## src/rtl/audirq_pkg.sv

```systemverilog
package audirq_pkg;
  localparam int NSRC      = 4;
  localparam int SLOT_GAP  = 4;
  localparam int FIELD_W   = NSRC * SLOT_GAP;
  localparam int SEL_W     = 2;

  typedef enum logic [SEL_W-1:0] {
    REG_STATUS = 2'd0,
    REG_MASK   = 2'd1,
    REG_ENMASK = 2'd2,
    REG_SRST   = 2'd3
  } reg_sel_e;

  // slot indices inside the soft-reset register
  localparam int SR_GLOBAL = 0;
  localparam int SR_IRQCLR = 1;
  localparam int SR_PORTA  = 2;
  localparam int SR_PORTB  = 3;

  function automatic logic [FIELD_W-1:0] spread_slots(input logic [NSRC-1:0] s);
    logic [FIELD_W-1:0] w;
    w = '0;
    for (int i = 0; i < NSRC; i++) w[i*SLOT_GAP] = s[i];
    return w;
  endfunction

  function automatic logic [NSRC-1:0] pick_slots(input logic [FIELD_W-1:0] w);
    logic [NSRC-1:0] s;
    for (int i = 0; i < NSRC; i++) s[i] = w[i*SLOT_GAP];
    return s;
  endfunction
endpackage

```

## src/rtl/audirq_regs.sv

```systemverilog
module audirq_regs
  import audirq_pkg::*;
#(
  parameter int ADDR_W  = 4,
  parameter int BUS_W   = 32,
  parameter int VALID_W = 24
) (
  input  logic               clk,
  input  logic               rst_n,
  input  logic               bus_sel,
  input  logic               bus_we,
  input  logic [ADDR_W-1:0]  bus_addr,
  input  logic [BUS_W-1:0]   bus_wdata,
  output logic [BUS_W-1:0]   bus_rdata,
  input  logic [NSRC-1:0]    st_q,
  output logic [VALID_W-1:0] msk_q,
  output logic [VALID_W-1:0] en_q,
  output logic [NSRC-1:0]    srst_q,
  output logic               st_wr,
  output logic [NSRC-1:0]    st_keep
);
  localparam logic [NSRC-1:0] SRST_INIT = '1;

  logic               in_map;
  logic [SEL_W-1:0]   sel_idx;
  logic [VALID_W-1:0] wd_v;
  logic               wr_go, rd_go;
  logic [BUS_W-1:0]   rd_word;

  assign in_map  = ((bus_addr >> SEL_W) == '0);
  assign sel_idx = bus_addr[SEL_W-1:0];
  assign wd_v    = bus_wdata[VALID_W-1:0];
  assign wr_go   = bus_sel && bus_we && in_map;
  assign rd_go   = bus_sel && !bus_we;

  assign st_wr   = wr_go && (reg_sel_e'(sel_idx) == REG_STATUS);
  assign st_keep = pick_slots(wd_v[FIELD_W-1:0]);

  always_ff @(posedge clk or negedge rst_n) begin
    if (!rst_n) begin
      msk_q  <= '0;
      en_q   <= '0;
      srst_q <= SRST_INIT;
    end else if (wr_go) begin
      case (reg_sel_e'(sel_idx))
        REG_MASK:   msk_q  <= wd_v;
        REG_ENMASK: en_q   <= wd_v;
        REG_SRST:   srst_q <= pick_slots(wd_v[FIELD_W-1:0]);
        default: ;
      endcase
    end
  end

  always_comb begin
    rd_word = '0;
    if (in_map) begin
      case (reg_sel_e'(sel_idx))
        REG_STATUS: rd_word[FIELD_W-1:0] = spread_slots(st_q);
        REG_MASK:   rd_word[VALID_W-1:0] = msk_q;
        REG_ENMASK: rd_word[VALID_W-1:0] = en_q;
        REG_SRST:   rd_word[FIELD_W-1:0] = spread_slots(srst_q);
        default:    rd_word = '0;
      endcase
    end
  end

  always_ff @(posedge clk or negedge rst_n) begin
    if (!rst_n)     bus_rdata <= '0;
    else if (rd_go) bus_rdata <= rd_word;
  end

  generate
    if (BUS_W > VALID_W) begin : g_hi_chk
      assert_rdata_upper_zero_R8: assert property (@(posedge clk) disable iff (!rst_n)
        bus_rdata[BUS_W-1:VALID_W] == '0);
    end
  endgenerate

  assert_unmapped_write_R9: assert property (@(posedge clk) disable iff (!rst_n)
    (bus_sel && bus_we && !in_map) |=> ($stable(msk_q) && $stable(en_q) && $stable(srst_q)));
endmodule

```

## src/rtl/audirq_status.sv

```systemverilog
module audirq_status
  import audirq_pkg::*;
(
  input  logic            clk,
  input  logic            rst_n,
  input  logic [NSRC-1:0] src_pulse,
  input  logic            st_wr,
  input  logic [NSRC-1:0] st_keep,
  input  logic            clr_hold,
  output logic [NSRC-1:0] st_q
);
  generate
    for (genvar i = 0; i < NSRC; i++) begin : g_src
      logic drop;
      assign drop = st_wr && !st_keep[i];

      always_ff @(posedge clk or negedge rst_n) begin
        if (!rst_n)            st_q[i] <= 1'b0;
        else if (clr_hold)     st_q[i] <= 1'b0;
        else if (src_pulse[i]) st_q[i] <= 1'b1;
        else if (drop)         st_q[i] <= 1'b0;
      end

      assert_pulse_sets_R2: assert property (@(posedge clk) disable iff (!rst_n)
        (src_pulse[i] && !clr_hold) |=> st_q[i]);

      assert_sticky_R3: assert property (@(posedge clk) disable iff (!rst_n)
        (st_q[i] && !clr_hold && !drop) |=> st_q[i]);
    end
  endgenerate

  assert_clear_hold_R6: assert property (@(posedge clk) disable iff (!rst_n)
    clr_hold |=> (st_q == '0));
endmodule

```

## src/rtl/audirq_irq.sv

```systemverilog
module audirq_irq
  import audirq_pkg::*;
(
  input  logic            clk,
  input  logic            rst_n,
  input  logic [NSRC-1:0] st_q,
  input  logic [NSRC-1:0] msk_src,
  input  logic [NSRC-1:0] en_src,
  output logic            irq
);
  logic [NSRC-1:0] qual;

  generate
    for (genvar i = 0; i < NSRC; i++) begin : g_qual
      assign qual[i] = st_q[i] & msk_src[i] & en_src[i];
    end
  endgenerate

  always_ff @(posedge clk or negedge rst_n) begin
    if (!rst_n) irq <= 1'b0;
    else        irq <= |qual;
  end

  assert_masks_block_R5: assert property (@(posedge clk) disable iff (!rst_n)
    ((msk_src & en_src) == '0) |=> !irq);

  assert_irq_needs_pending_R5: assert property (@(posedge clk) disable iff (!rst_n)
    (st_q == '0) |=> !irq);
endmodule

```

## src/rtl/audirq_ctrl.sv

```systemverilog
module audirq_ctrl
  import audirq_pkg::*;
#(
  parameter int ADDR_W  = 4,
  parameter int BUS_W   = 32,
  parameter int VALID_W = 24
) (
  input  logic              clk,
  input  logic              rst_n,
  input  logic              bus_sel,
  input  logic              bus_we,
  input  logic [ADDR_W-1:0] bus_addr,
  input  logic [BUS_W-1:0]  bus_wdata,
  output logic [BUS_W-1:0]  bus_rdata,
  input  logic [NSRC-1:0]   src_pulse,
  output logic              irq,
  output logic              glob_srst_n,
  output logic              porta_srst_n,
  output logic              portb_srst_n
);
  logic [VALID_W-1:0] msk_q, en_q;
  logic [NSRC-1:0]    srst_q, st_q, st_keep;
  logic               st_wr;

  audirq_regs #(.ADDR_W(ADDR_W), .BUS_W(BUS_W), .VALID_W(VALID_W)) u_regs (
    .clk(clk), .rst_n(rst_n), .bus_sel(bus_sel), .bus_we(bus_we),
    .bus_addr(bus_addr), .bus_wdata(bus_wdata), .bus_rdata(bus_rdata),
    .st_q(st_q), .msk_q(msk_q), .en_q(en_q), .srst_q(srst_q),
    .st_wr(st_wr), .st_keep(st_keep)
  );

  audirq_status u_status (
    .clk(clk), .rst_n(rst_n), .src_pulse(src_pulse), .st_wr(st_wr),
    .st_keep(st_keep), .clr_hold(!srst_q[SR_IRQCLR]), .st_q(st_q)
  );

  audirq_irq u_irq (
    .clk(clk), .rst_n(rst_n), .st_q(st_q),
    .msk_src(pick_slots(msk_q[FIELD_W-1:0])),
    .en_src(pick_slots(en_q[FIELD_W-1:0])),
    .irq(irq)
  );

  assign glob_srst_n  = srst_q[SR_GLOBAL];
  assign porta_srst_n = srst_q[SR_PORTA];
  assign portb_srst_n = srst_q[SR_PORTB];

  assert_srst_write_R7: assert property (@(posedge clk) disable iff (!rst_n)
    (bus_sel && bus_we && bus_addr == ADDR_W'(3)) |=>
      (porta_srst_n == $past(bus_wdata[8]) && portb_srst_n == $past(bus_wdata[12])
       && glob_srst_n == $past(bus_wdata[0])));
endmodule

```

## config.mk

```make
export PLATFORM = sky130hd
export DESIGN_NAME = audirq_ctrl
export DESIGN_NICKNAME = d
export VERILOG_FILES = /design/src/rtl/audirq_pkg.sv /design/src/rtl/audirq_regs.sv /design/src/rtl/audirq_status.sv /design/src/rtl/audirq_irq.sv /design/src/rtl/audirq_ctrl.sv
export SDC_FILE = /design/constraint.sdc
export NUM_CORES = 1
export LEC_CHECK = 0
export BUFFER_PORTS_ARGS = -buffer_cell sky130_fd_sc_hd__buf_2
export CORE_UTILIZATION = 25
export DETAILED_ROUTE_END_ITERATION = 10
export GPL_TIMING_DRIVEN = 1
export PLACE_DENSITY = 0.49
export SYNTH_ARGS = -nofsm -noshare
export SYNTH_HDL_FRONTEND = slang
export SYNTH_SLANG_ARGS = --single-unit
```

## constraint.sdc

```tcl
create_clock -name clk -period 1.1 [get_ports clk]
set_input_delay 0.22 -clock clk [delete_from_list [all_inputs] [get_ports clk]]
set_output_delay 0.22 -clock clk [all_outputs]
set_load 0.02 [all_outputs]
```

### Yosys cells after proc, flatten, opt, wreduce, memory -nomap -nowiden

Index checks and enable logic that the tools add are counted.

* output and inout port bits: 36
* logic and storage cells: 58
* bits in registers: 89
* bits of input ports: 44

* bitwise gates (word level): 8
* mux-type cells: 15
* reduce and logical (&&, ||, !) cells: 19
* equal/unequal tests: 7

Operator list (count)
* 16-bit one-hot mux with 4 select lines: 1
* 24-bit two-way mux: 1
* 8-bit one-hot mux with 2 select lines: 1
* 1-bit two-way mux: 12
* 3-bit by 2-bit inequality test with 1-bit output, second input constant: 4
* 1-bit AND: 8
* 1-bit logical AND: 8
* 2-bit AND reduction: 3
* 1-bit zero test: 5
* 2-bit == test, second input constant: 2
* 4-bit zero test: 1
* 4-bit OR reduction: 1
* 2-bit by 1-bit == test with 1-bit output, second input constant: 1
* 2-bit zero test: 1

### Depth between registers and ports, before layout

Gate-level depths: netlist of the first run.

* word-level depth: 7
* depth in mapped cells: 7
* depth with buffers taken out: 5

### Modules after synthesis

A second synthesis of the first run with hierarchy kept.

* cell total of the unflattened synthesis: 271
* area, all modules: 3743.6 sq um

Modules (own cells, without submodules)
* audirq_regs: seq. area each 1906.8 sq um, cells each 248, area an instance 3482.1 sq um, instances 1
* audirq_status: seq. area each 100.1 sq um, cells each 16, area an instance 205.2 sq um, instances 1
* audirq_irq: seq. area each 25.0 sq um, cells each 6, area an instance 52.6 sq um, instances 1
* audirq_ctrl: seq. area each 0.0 sq um, cells each 1, area an instance 3.8 sq um, instances 1

### Least setup slack after synthesis of the first run

No wires, ideal clock.

* path kind: input -> register
* start point: input bus_addr[1]
* end point: register u_regs.msk_q[10]
* buffers on the path: 2
* stages: 6
* required time: 0.975 ns
* path slack: -0.341 ns
* setup time: 0.125 ns
* arrival time: 1.316 ns
* cell sequence: inv_1 > ha_1 > clkbuf_1 > nand4_4 > buf_6 > mux2_4

* cells in the longest elaborated chain, start to end: 2

Ends and longest elaborated chain
* start: declaration: RTL line audirq_ctrl.sv:12 `input logic [ADDR_W-1:0] bus_addr,`
* 2-bit by 1-bit == test with 1-bit output: RTL line audirq_regs.sv:45 `case (reg_sel_e'(sel_idx))`
* 2-bit AND reduction (no line)
* end signal: assignment: RTL line audirq_regs.sv:46 `REG_MASK: msk_q <= wd_v;`
* end: declaration: RTL line audirq_regs.sv:16 `output logic [VALID_W-1:0] msk_q,`

Every way passes these cells.
A chain may end at the register's enable or synchronous reset.

### Worst setup path in the final report of the first run

* start point: register u_regs.srst_q[2]
* end point: output porta_srst_n

RTL lines
* start: declaration: RTL line audirq_regs.sv:18 `output logic [NSRC-1:0] srst_q,`
* start signal: assignment: RTL line audirq_regs.sv:48 `REG_SRST: srst_q <= pick_slots(wd_v[FIELD_W-1:0]);`
* end: declaration: RTL line audirq_ctrl.sv:18 `output logic porta_srst_n,`

No word-level cell between the ends.

==> results of run 1 <==
-- cells by family after synthesis --
logic type	after synthesis	share of synthesized area (%)
AO/OA/AOI/OAI	57	10.3
adder cells (fa/ha/maj)	6	2.05
buffers and inverters	30	4.89
flip-flops	81	55.5
multiplexers	56	21.2
other	1	0.102
AND/OR/NAND/NOR	38	6.01
-- Yosys cell counts, drive strengths merged --
library cell,n,area share (%)
mux2i,4,1.1
mux2,52,20
and3,2,0.34
dfrtp,77,53
conb,1,0.10
a222oi,4,1.1
nor2,6,0.82
a22oi,20,4.1
nand4,3,1.3
ha,6,2.0
nor4b,1,0.65
a22o,4,0.96
buf,16,3.4
clkbuf,8,0.85
nand2,21,2.2
inv,6,0.61
nand2b,1,0.17
nand3,4,0.55
dfstp,4,2.9
o21ai,24,3.3
a31oi,5,0.85
-- layer usage --
layer,global-route usage [%],up-vias
met4,4.74,0
li1,-,1181
met1,16.9,1270
met5,0,-
met2,20.4,66
met3,4.15,10
-- final timing paths --
kind	slack [ns]	from	endpoint
worst max-delay path	-0.20	u_regs.srst_q[2]	porta_srst_n
worst max register to register	-0.14	u_regs.srst_q[0]	u_regs.bus_rdata[0]
worst min register to register	0.50	u_regs.bus_rdata[2]	u_regs.bus_rdata[2]
worst min-delay path	0.12	bus_wdata[6]	u_regs.en_q[6]
max in group asynchronous	0.32	rst_n	u_regs.bus_rdata[22]
min in group asynchronous	0.28	rst_n	u_regs.bus_rdata[6]
-- cell type report --
cell class                 count  area share [%]
clock buffer                   9            4.36
clock inverter                 5            2.50
inverter                       6           0.751
multi-input combinational    165            29.2
sequential                    81            39.3
tap                          180            4.36
timing repair buffer         118            19.5
-- registers in the layout, summed over array words and instances (netlist names) --
register / flops
u_irq.irq: 1
u_regs.srst_q: 4
u_regs.msk_q: 24
u_regs.en_q: 24
u_status.st_q: 4
u_regs.bus_rdata: 24
-- timing repair --
item	in CTS	in global routing
setup buffers	17	8
resized for setup	59	5
pin swaps	8	0
setup endpoints to repair	45	58
hold buffers	1	0
hold endpoints to repair	20	0
-- power by group through the flow --
stage | clock network [mW] | registers [mW] | logic, mW
detailed placement | 0 | 3.74 | 1.31
finish | 3.63 | 3.70 | 1.47
global placement | 0 | 3.73 | 1.27
floorplan | 0 | 3.75 | 0.807
CTS | 3.72 | 3.69 | 1.47
global route | 3.84 | 3.75 | 1.60
-- through the flow --
step / util (%) / setup slack [ns] / cells
CTS: 36.1 / -0.213 / 556
floorplan: - / -0.151 / 276
global route: 36.6 / -0.224 / 564
finish: 36.6 / -0.197 / 564
detailed placement: 31.3 / -0.394 / 524
global placement: 31.3 / -0.353 / 524
-- worst register-to-register path, cell delays in order, from the launching register on --
cell	delay, ns
dfstp_2	0.37
buf_4	0.13
a222oi_1	0.30
mux2i_1	0.13
a22o_1	0.20
==> out/qor.json, run 1 <==
{
  "dr.first_iter.drc_count": 107,
  "final_cell_area_um2": 5160,
  "layout_common_cells": "dfrtp_1, buf_4, mux2_4, buf_6, buf_2",
  "multiInputGateArea_um2": 1510,
  "final.setup.worst_slack_ns": -0.197,
  "route.vias.total": 2527,
  "critical_path.top_delay_family": "flip-flops",
  "critical_path_cell_count": 2,
  "p_switching_mw": 2.03,
  "hold_viol_final": 0,
  "numCtsBuffers": 9,
  "power_leakage_nw": 2.55,
  "core.rowCount": 43,
  "route.met3.wl_um": 489,
  "critPathSlowestCell": "dfstp_2",
  "routed-wl-met2_um": 4280,
  "yosysWarningCount": 0,
  "worstSetupEndpointType": "output port",
  "initial_core_util_pct": 26.0,
  "max_fanout_on_critical_path": 2,
  "design.core.area_um2": 14100,
  "place.gp.congestion": 0.783,
  "rsz0062_at_grt": "true",
  "comb_power_share_pct": 16.7,
  "critical_path_buffer_and_inverter_count": 2,
  "timing.hold.worst_path_depth": 2,
  "min_path_type": "input port to flip-flop",
  "cell_repeated_most_along_the_worst_path": "buf_6",
  "root_buffer": "clkbuf_16",
  "placement.cell_area_um2": 4410,
  "clock_sink_count": 81,
  "tritoncts_clock_tree": "done",
  "drive_above_1_share_pct": 51.6,
  "synth-seq-cells": 81,
  "post_synth_instance_area_um2": 3660,
  "die_area_um2": 15100,
  "finalClockSkew_ns": 0.00826,
  "power.share.switching_pct": 23.1,
  "netlist-cell-type-count": 28,
  "first_pass_iters": 5,
  "worst_hold_slack_ns": 0.123,
  "outcome": "finished, violations left",
  "max-clock-path-buffers": 2,
  "max_freq_ghz": 0.771,
  "first_pass_grt_wire_length_um": 14600,
  "detail-route-antenna-nets": 0,
  "seq_power_share_pct": 42.0,
  "worst_setup_path_start_kind": "flip-flop",
  "ys_seq_area_share_pct": 55.5,
  "io_buffers": 63,
  "n_antenna_cell": 0,
  "clock_network_power_share_pct": 41.2,
  "reg2regPathDepth": 4,
  "max-cap-violations": 0,
  "final-seq-area_um2": 2030,
  "crit_chain": "buf_6, buf_6",
  "post-dp-hpwl_um": 6230,
  "grt_util_all_layers_pct": 13.1,
  "critical_path_arrival_ns": 1.08,
  "setup_tns_ns": -0.959,
  "critPathMaxStageDelay_ns": 0.54,
  "ios": 80,
  "die_w_um": 123,
  "nets": 431,
  "failing_checks": "setup timing",
  "area_delta_synth_final_pct": 41.0,
  "detailed_routing_wirelength_on_met1_um": 4080,
  "drt-total-wl_um": 8980,
  "most_common_library_cell_in_the_layout_ignoring_fill_and_taps": "dfrtp_1",
  "grt_pass1_vias": 2677,
  "syn-mean-instance-area_um2": 13.6,
  "min_period_ns": 1.30,
  "period_share_pct": 118,
  "synthesized_instance_count": 269,
  "power_per_cell_area_nw_per_um2": 1700,
  "topRoutingLayerUsed": "met4",
  "drc": 0,
  "crit_type": "flip-flop to output port",
  "num-fill-cells": 1395,
  "clock_pin_transition_on_the_worst_setup_and_hold_timing_paths_ns": 0.06,
  "routed_wire_length_per_instance_um": 15.9,
  "clk_latency_ns": 0.34,
  "final_max_slew_viol_count": 0,
  "ctsHtreeMaxLevel": 3,
  "setup_viol": 9,
  "antenna_found_initial": 0,
  "post_drt_via_cell_ratio": 4.48,
  "die_h_um": 123,
  "vdd_ir_drop_max_uv": 795,
  "power_report.internal_total_mw": 6.76,
  "power.total_mw": 8.79,
  "worst_ep_required_time_ns": 0.88,
  "grt_max_degree": 44,
  "grt_overflow": 0
}
(Power assumes the default switching activity.)
==> run 2, diff against run 1 <==
--- a/config.mk
+++ b/config.mk
@@ -6,7 +6,9 @@
 export NUM_CORES = 1
 export LEC_CHECK = 0
 export BUFFER_PORTS_ARGS = -buffer_cell sky130_fd_sc_hd__buf_2
+export CORE_ASPECT_RATIO = 0.75
 export CORE_UTILIZATION = 25
+export CTS_BUF_LIST = sky130_fd_sc_hd__clkbuf_2
 export DETAILED_ROUTE_END_ITERATION = 10
 export GPL_TIMING_DRIVEN = 1
 export PLACE_DENSITY = 0.49
==> out/qor.json, run 2 (synthesis results as in run 1) <==
{
  "layout_common_cells": "dfrtp_1, buf_4, mux2_4, buf_6, buf_2",
  "clk_latency": {"value": 0.55, "unit": "ns", "change": "+0.21 ns"},
  "nets": {"value": 458, "change": "+6.3%"},
  "final_max_slew_viol_count": {"value": 0, "change": "unchanged"},
  "worstSetupEndpointType": "output port",
  "dr.first_iter.drc_count": {"value": 83, "change": "-22%"},
  "max_freq": {"value": 0.640, "unit": "GHz", "change": "-17%"},
  "hold_viol_final": {"value": 0, "change": "unchanged"},
  "drt-total-wl": {"value": 9210, "unit": "um", "change": "+2.6%"},
  "min_period": {"value": 1.56, "unit": "ns", "change": "+0.266 ns"},
  "period_share": {"value": 142, "unit": "%", "change": "+24 points"},
  "cell_repeated_most_along_the_worst_path": "buf_6",
  "power_leakage": {"value": 2.57, "unit": "nW", "change": "+0.91%"},
  "post_layout_nonfiller_instances": {"value": 608, "change": "+7.8%"},
  "grt_pass1_vias": {"value": 2827, "change": "+5.6%"},
  "max_fanout_on_critical_path": {"value": 2, "change": "unchanged"},
  "antenna_found_initial": {"value": 0, "change": "unchanged"},
  "post-place-cells": {"value": 543, "change": "+3.6%"},
  "post_drt_via_cell_ratio": {"value": 4.26, "change": "-5.0%"},
  "detail-route-antenna-nets": {"value": 0, "change": "unchanged"},
  "most_common_library_cell_in_the_layout_ignoring_fill_and_taps": "dfrtp_1",
  "die_w": {"value": 142, "unit": "um", "change": "+15%"},
  "min_path_type": "input port to async pin",
  "critical_path_arrival": {"value": 1.34, "unit": "ns", "change": "+0.26 ns"},
  "ios": {"value": 80, "change": "unchanged"},
  "drc": {"value": 0, "change": "unchanged"},
  "biggestRegsByFlops": "u_regs.bus_rdata x24, u_regs.en_q x24, u_regs.msk_q x24",
  "critPathSlowestCell": "dfstp_2",
  "tritoncts_clock_tree": "done",
  "io_buffers": {"value": 63, "change": "unchanged"},
  "max-cap-violations": {"value": 0, "change": "unchanged"},
  "die_area": {"value": 15100, "unit": "um2", "change": "about the same"},
  "grt_util_all_layers": {"value": 13.4, "unit": "%", "change": "+0.29 points"},
  "worst_ep_required_time": {"value": 0.88, "unit": "ns", "change": "about the same"},
  "root_buffer": "clkbuf_2",
  "area_delta_synth_final_pct": 42.9,
  "routed_wire_length_per_instance": {"value": 15.1, "unit": "um", "change": "-4.9%"},
  "clock_sink_count": {"value": 81, "change": "unchanged"},
  "outcome": "finished, violations left",
  "failing_checks": "setup timing",
  "die_h": {"value": 107, "unit": "um", "change": "-13%"},
  "numCtsBuffers": {"value": 9, "change": "unchanged"},
  "initial_core_util": {"value": 26.2, "unit": "%", "change": "+0.21 points"},
  "power_per_cell_area": {"value": 1370, "unit": "nW/um2", "change": "-20%"},
  "finalClockSkew": {"value": 0.0257, "unit": "ns", "change": "+0.0175 ns"},
  "pre_cts_slack": {"value": -0.394, "unit": "ns", "change": "-0.000354 ns"},
  "vdd_ir_drop_max": {"value": 729, "unit": "uV", "change": "-8.3%"},
  "final.setup.worst_slack": {"value": -0.463, "unit": "ns", "change": "-0.266 ns"},
  "grt_max_degree": {"value": 36, "change": "-18%"},
  "critPathMaxStageDelay": {"value": 0.60, "unit": "ns", "change": "+0.06 ns"},
  "drive_above_1_share": {"value": 47.2, "unit": "%", "change": "-4.3 points"},
  "route.vias.total": {"value": 2588, "change": "+2.4%"},
  "crit_chain": "buf_6, buf_6",
  "max-clock-path-buffers": {"value": 2, "change": "unchanged"},
  "first_pass_grt_wire_length": {"value": 15300, "unit": "um", "change": "+4.6%"},
  "n_antenna_cell": {"value": 0, "change": "unchanged"},
  "setup_viol": {"value": 33, "change": "+24"},
  "post-dp-hpwl": {"value": 6460, "unit": "um", "change": "+3.8%"},
  "design.core.area": {"value": 14000, "unit": "um2", "change": "-0.82%"},
  "rsz0062_at_grt": "true",
  "clock_pin_transition_on_the_worst_setup_and_hold_timing_paths": {"value": 0.25, "unit": "ns", "change": "+0.19 ns"},
  "core.rowCount": {"value": 37, "change": "-14%"},
  "crit_type": "flip-flop to output port",
  "first_pass_iters": {"value": 4, "change": "-1"},
  "worst_setup_path_start_kind": "flip-flop",
  "place.gp.congestion": {"value": 0.727, "change": "-7.2%"},
  "ctsHtreeMaxLevel": {"value": 3, "change": "unchanged"},
  "grt_overflow": {"value": 0, "change": "unchanged"}
}
run 2: cell types whose count changed in the layout (fill, tap and decap cells not counted), sizes merged:
cell,change
dlymetal6s4s,+1
bufinv,-2
dlygate4sd3,+29
inv,+1
buf,-3
clkinv,+3
run 2: layout make-up:
class / instances / area (um2)
fill: 1406 / 8750
timing repair buffer: 145 / 1260
clock inverter: 7 / 101
inverter: 6 / 38.8
multi-input combinational: 165 / 1510
sequential: 81 / 2030
tap: 195 / 244
clock buffer: 9 / 45.0
run 2: routing by layer:
layer	part of all wire, %	GRT usage [%]	vias to the layer above
li1	-	-	1231
met1	47	17.6	1295
met2	48	21.9	51
met3	3.9	3.48	11
met4	0.98	3.23	0
met5	0	0	-
run 2: report_power, final:
| part | internal [mW] | switching (mW) |
|---|---|---|
| sequential | 3.43 | 0.273 |
| clock | 0.778 | 1.13 |
| combinational | 0.971 | 0.591 |
| total | 5.18 | 2.00 |
run 2: stage by stage:
stage	util (%)	setup TNS, ns	total power, mW	hold WS (ns)	area [um2]
floorplan	-	-7.03	4.55	-0.0756	3800
global placement	31.7	-25.20	5.02	0.137	4440
detailed placement	31.7	-26.82	5.06	0.142	4440
CTS	37.1	-9.72	7.25	0.0273	5190
global route	37.4	-11.31	7.59	0.0330	5230
finish	37.4	-8.09	7.17	0.0750	5230
run 2: repair_timing:
action	in CTS	in global routing
hold buffers	32	1
setup endpoints to repair	32	35
gates resized for setup	60	4
buffers inserted	13	6
pin swaps	8	3
hold endpoints to repair	137	1
run 2: path summary, 6_finish.rpt:
| path | endpoint | startpoint | slack [ns] | cells after the start |
|---|---|---|---|---|
| worst max-delay path | porta_srst_n | u_regs.srst_q[2] | -0.46 | 2 |
| min in group clk | u_status.st_q[0] | bus_addr[2] | 0.13 | 4 |
| worst max register to register | u_regs.bus_rdata[8] | u_regs.srst_q[2] | -0.31 | 5 |
| worst min register to register | u_regs.en_q[1] | u_regs.en_q[1] | 0.54 | 1 |
| max in group asynchronous | u_regs.bus_rdata[6] | rst_n | 0.28 | 3 |
| worst min-delay path | u_regs.msk_q[4] | rst_n | 0.08 | 2 |
run 2: critical path: cells and delay by family, from the launching register on:
| kind | cells | cell delay, ns |
|---|---|---|
| buf+inv | 2 | 0.19 |
| flops | 1 | 0.60 |
==> run 3, diff against run 2 <==
--- a/config.mk
+++ b/config.mk
@@ -5,13 +5,13 @@
 export SDC_FILE = /design/constraint.sdc
 export NUM_CORES = 1
 export LEC_CHECK = 0
-export BUFFER_PORTS_ARGS = -buffer_cell sky130_fd_sc_hd__buf_2
 export CORE_ASPECT_RATIO = 0.75
 export CORE_UTILIZATION = 25
 export CTS_BUF_LIST = sky130_fd_sc_hd__clkbuf_2
 export DETAILED_ROUTE_END_ITERATION = 10
+export DONT_BUFFER_PORTS = 1
 export GPL_TIMING_DRIVEN = 1
-export PLACE_DENSITY = 0.49
+export PLACE_DENSITY = 0.45
 export SYNTH_ARGS = -nofsm -noshare
 export SYNTH_HDL_FRONTEND = slang
 export SYNTH_SLANG_ARGS = --single-unit
==> out/qor.json, run 3 (synthesis results as in run 1) <==
{
  "vdd_ir_drop_max": {"value": 559, "unit": "uV", "change": "-23%"},
  "biggestRegsByFlops": "u_regs.bus_rdata x24, u_regs.en_q x24, u_regs.msk_q x24",
  "tritoncts_clock_tree": "done",
  "hold_viol_final": {"value": 81, "change": "+81"},
  "rsz0062_at_grt": "true",
  "root_buffer": "clkbuf_2",
  "min_period": {"value": 1.48, "unit": "ns", "change": "-0.0819 ns"},
  "critPathSlowestCell": "dfstp_2",
  "power_report.internal_total": {"value": 5.00, "unit": "mW", "change": "-3.4%"},
  "worstReg2RegEnd": "u_regs.bus_rdata[12]",
  "detail-route-antenna-nets": {"value": 0, "change": "unchanged"},
  "initial_core_util": {"value": 26.2, "unit": "%", "change": "unchanged"},
  "critical_path.top_delay_family": "flip-flops",
  "die_h": {"value": 107, "unit": "um", "change": "unchanged"},
  "drt-total-wl": {"value": 8740, "unit": "um", "change": "-5.1%"},
  "drive_above_1_share": {"value": 40.2, "unit": "%", "change": "-7.0 points"},
  "most_common_library_cell_in_the_layout_ignoring_fill_and_taps": "dfrtp_1",
  "first_pass_grt_wire_length": {"value": 14500, "unit": "um", "change": "-4.9%"},
  "reg2regPathDepth": {"value": 4, "change": "-1"},
  "clk_latency": {"value": 0.55, "unit": "ns", "change": "about the same"},
  "setup_tns": {"value": -5.96, "unit": "ns", "change": "+2.13 ns"},
  "finalClockSkew": {"value": 0.0356, "unit": "ns", "change": "+0.00986 ns"},
  "max-clock-path-buffers": {"value": 2, "change": "unchanged"},
  "post-dp-hpwl": {"value": 5810, "unit": "um", "change": "-10%"},
  "crit_chain": "buf_6",
  "nets": {"value": 376, "change": "-18%"},
  "comb_power_share": {"value": 17.5, "unit": "%", "change": "-4.3 points"},
  "max_fanout_on_critical_path": {"value": 2, "change": "unchanged"},
  "ios": {"value": 80, "change": "unchanged"},
  "clock_sink_count": {"value": 81, "change": "unchanged"},
  "dr.first_iter.drc_count": {"value": 122, "change": "+47%"},
  "critical_path_arrival": {"value": 1.26, "unit": "ns", "change": "-0.08 ns"},
  "p_switching": {"value": 1.84, "unit": "mW", "change": "-7.6%"},
  "power_per_cell_area": {"value": 1470, "unit": "nW/um2", "change": "+7.6%"},
  "grt_overflow": {"value": 0, "change": "unchanged"},
  "ctsHtreeMaxLevel": {"value": 3, "change": "unchanged"},
  "critPathMaxStageDelay": {"value": 0.60, "unit": "ns", "change": "about the same"},
  "rrSetupSlack": {"value": -0.23, "unit": "ns", "change": "+0.08 ns"},
  "max_freq": {"value": 0.675, "unit": "GHz", "change": "+5.5%"},
  "worstSetupEndpointType": "output port",
  "period_share": {"value": 135, "unit": "%", "change": "-7.4 points"},
  "clock_pin_transition_on_the_worst_setup_and_hold_timing_paths": {"value": 0.25, "unit": "ns", "change": "about the same"},
  "place.gp.congestion": {"value": 0.764, "change": "+5.0%"},
  "layout_common_cells": "dfrtp_1, mux2_4, dlygate4sd3_1, dfrtp_2",
  "final.setup.worst_slack": {"value": -0.381, "unit": "ns", "change": "+0.0819 ns"},
  "grt_max_degree": {"value": 82, "change": "+130%"},
  "grt_pass1_vias": {"value": 2539, "change": "-10%"},
  "route.vias.total": {"value": 2327, "change": "-10%"},
  "routed_wire_length_per_instance": {"value": 16.6, "unit": "um", "change": "+9.4%"},
  "max-cap-violations": {"value": 0, "change": "unchanged"},
  "post-route-util": {"value": 33.2, "unit": "%", "change": "-4.2 points"},
  "design.core.area": {"value": 14000, "unit": "um2", "change": "unchanged"},
  "min_path_type": "input port to async pin",
  "drc": {"value": 0, "change": "unchanged"},
  "critical_path_buffer_and_inverter_count": {"value": 1, "change": "-1"},
  "outcome": "finished, violations left",
  "post_drt_via_cell_ratio": {"value": 4.42, "change": "+3.7%"},
  "die_area": {"value": 15100, "unit": "um2", "change": "unchanged"},
  "seq_power_share": {"value": 54.7, "unit": "%", "change": "+3.1 points"},
  "io_buffers": {"value": 0, "change": "-100%"},
  "area_delta_synth_final_pct": 26.8,
  "final_max_slew_viol_count": {"value": 0, "change": "unchanged"},
  "power_leakage": {"value": 2.12, "unit": "nW", "change": "-18%"},
  "core.rowCount": {"value": 37, "change": "unchanged"},
  "worst_ep_required_time": {"value": 0.88, "unit": "ns", "change": "about the same"},
  "worst_setup_path_start_kind": "flip-flop",
  "die_w": {"value": 142, "unit": "um", "change": "unchanged"},
  "worst_hold_slack": {"value": -0.682, "unit": "ns", "change": "-0.757 ns"},
  "num-fill-cells": {"value": 1419, "change": "+0.92%"},
  "antenna_found_initial": {"value": 0, "change": "unchanged"},
  "grt_util_all_layers": {"value": 12.8, "unit": "%", "change": "-0.59 points"},
  "power.total": {"value": 6.84, "unit": "mW", "change": "-4.6%"},
  "crit_type": "flip-flop to output port",
  "setup_viol": {"value": 32, "change": "-3.0%"},
  "numCtsBuffers": {"value": 9, "change": "unchanged"},
  "r2r_start": "u_regs.srst_q[3]",
  "first_pass_iters": {"value": 5, "change": "+1"},
  "failing_checks": "hold timing, setup timing",
  "clock_network_power_share": {"value": 27.8, "unit": "%", "change": "+1.2 points"},
  "power.share.switching": {"value": 26.9, "unit": "%", "change": "-0.88 points"}
}
run 3: cell type report:
| type | instances | area (um2) | share of cell area (%) |
|---|---|---|---|
| inverters | 6 | 38.8 | 0.836 |
| multi-input cells | 165 | 1510 | 32.6 |
| well taps | 195 | 244 | 5.26 |
| diodes | 1 | 2.50 | 0.0539 |
| clock inverters | 7 | 101 | 2.18 |
| clock buffers | 9 | 45.0 | 0.970 |
| flip-flops and latches | 81 | 2060 | 44.4 |
| repair buffers | 63 | 634 | 13.7 |
run 3: power groups by stage:
stage / Combinational (mW) / Sequential, mW / Clock [mW]
global route: 1.31 / 3.81 / 2.10
finish: 1.20 / 3.74 / 1.90
detailed placement: 1.02 / 3.80 / 0
CTS: 1.20 / 3.75 / 2.00
floorplan: 0.807 / 3.75 / 0
global placement: 1.00 / 3.78 / 0
run 3: worst max path at each step:
stage | slack, ns | startpoint | end | cells after the start
global route | -0.50 | u_regs.srst_q[0] | glob_srst_n | 1
finish | -0.38 | u_regs.srst_q[3] | portb_srst_n | 1
floorplan | -0.15 | bus_addr[1] | u_regs.msk_q[10] | 6
global placement | -0.19 | bus_addr[0] | u_regs.bus_rdata[12] | 5
CTS | -0.45 | u_regs.srst_q[3] | portb_srst_n | 1
detailed placement | -0.25 | bus_addr[0] | u_regs.bus_rdata[12] | 5
run 3: layer usage:
layer | vias up | share of wire (%) | track usage (%)
met4 | 0 | 1.1 | 3.46
met3 | 7 | 5.4 | 4.51
met5 | - | 0 | 0
met1 | 1186 | 48 | 17.4
met2 | 65 | 45 | 19.1
li1 | 1069 | - | -
run 3: what timing repair did:
item / CTS / global route
hold endpoints to repair: 155 / 88
endpoints found under the setup margin: 32 / 38
setup buffers: 3 / 1
gates resized for setup: 28 / 1
pin swaps: 8 / 1
hold buffers: 33 / 2
run 3: stage by stage:
stage               instance area, um2  cells  setup slack [ns]  hold WS, ns
finish                            4640    527            -0.381       -0.682
global placement                  4070    471            -0.186      -0.0722
detailed placement                4070    471            -0.250      -0.0726
global route                      4640    526            -0.499       -0.794
floorplan                         3800    276            -0.151      -0.0756
CTS                               4610    523            -0.447       -0.754
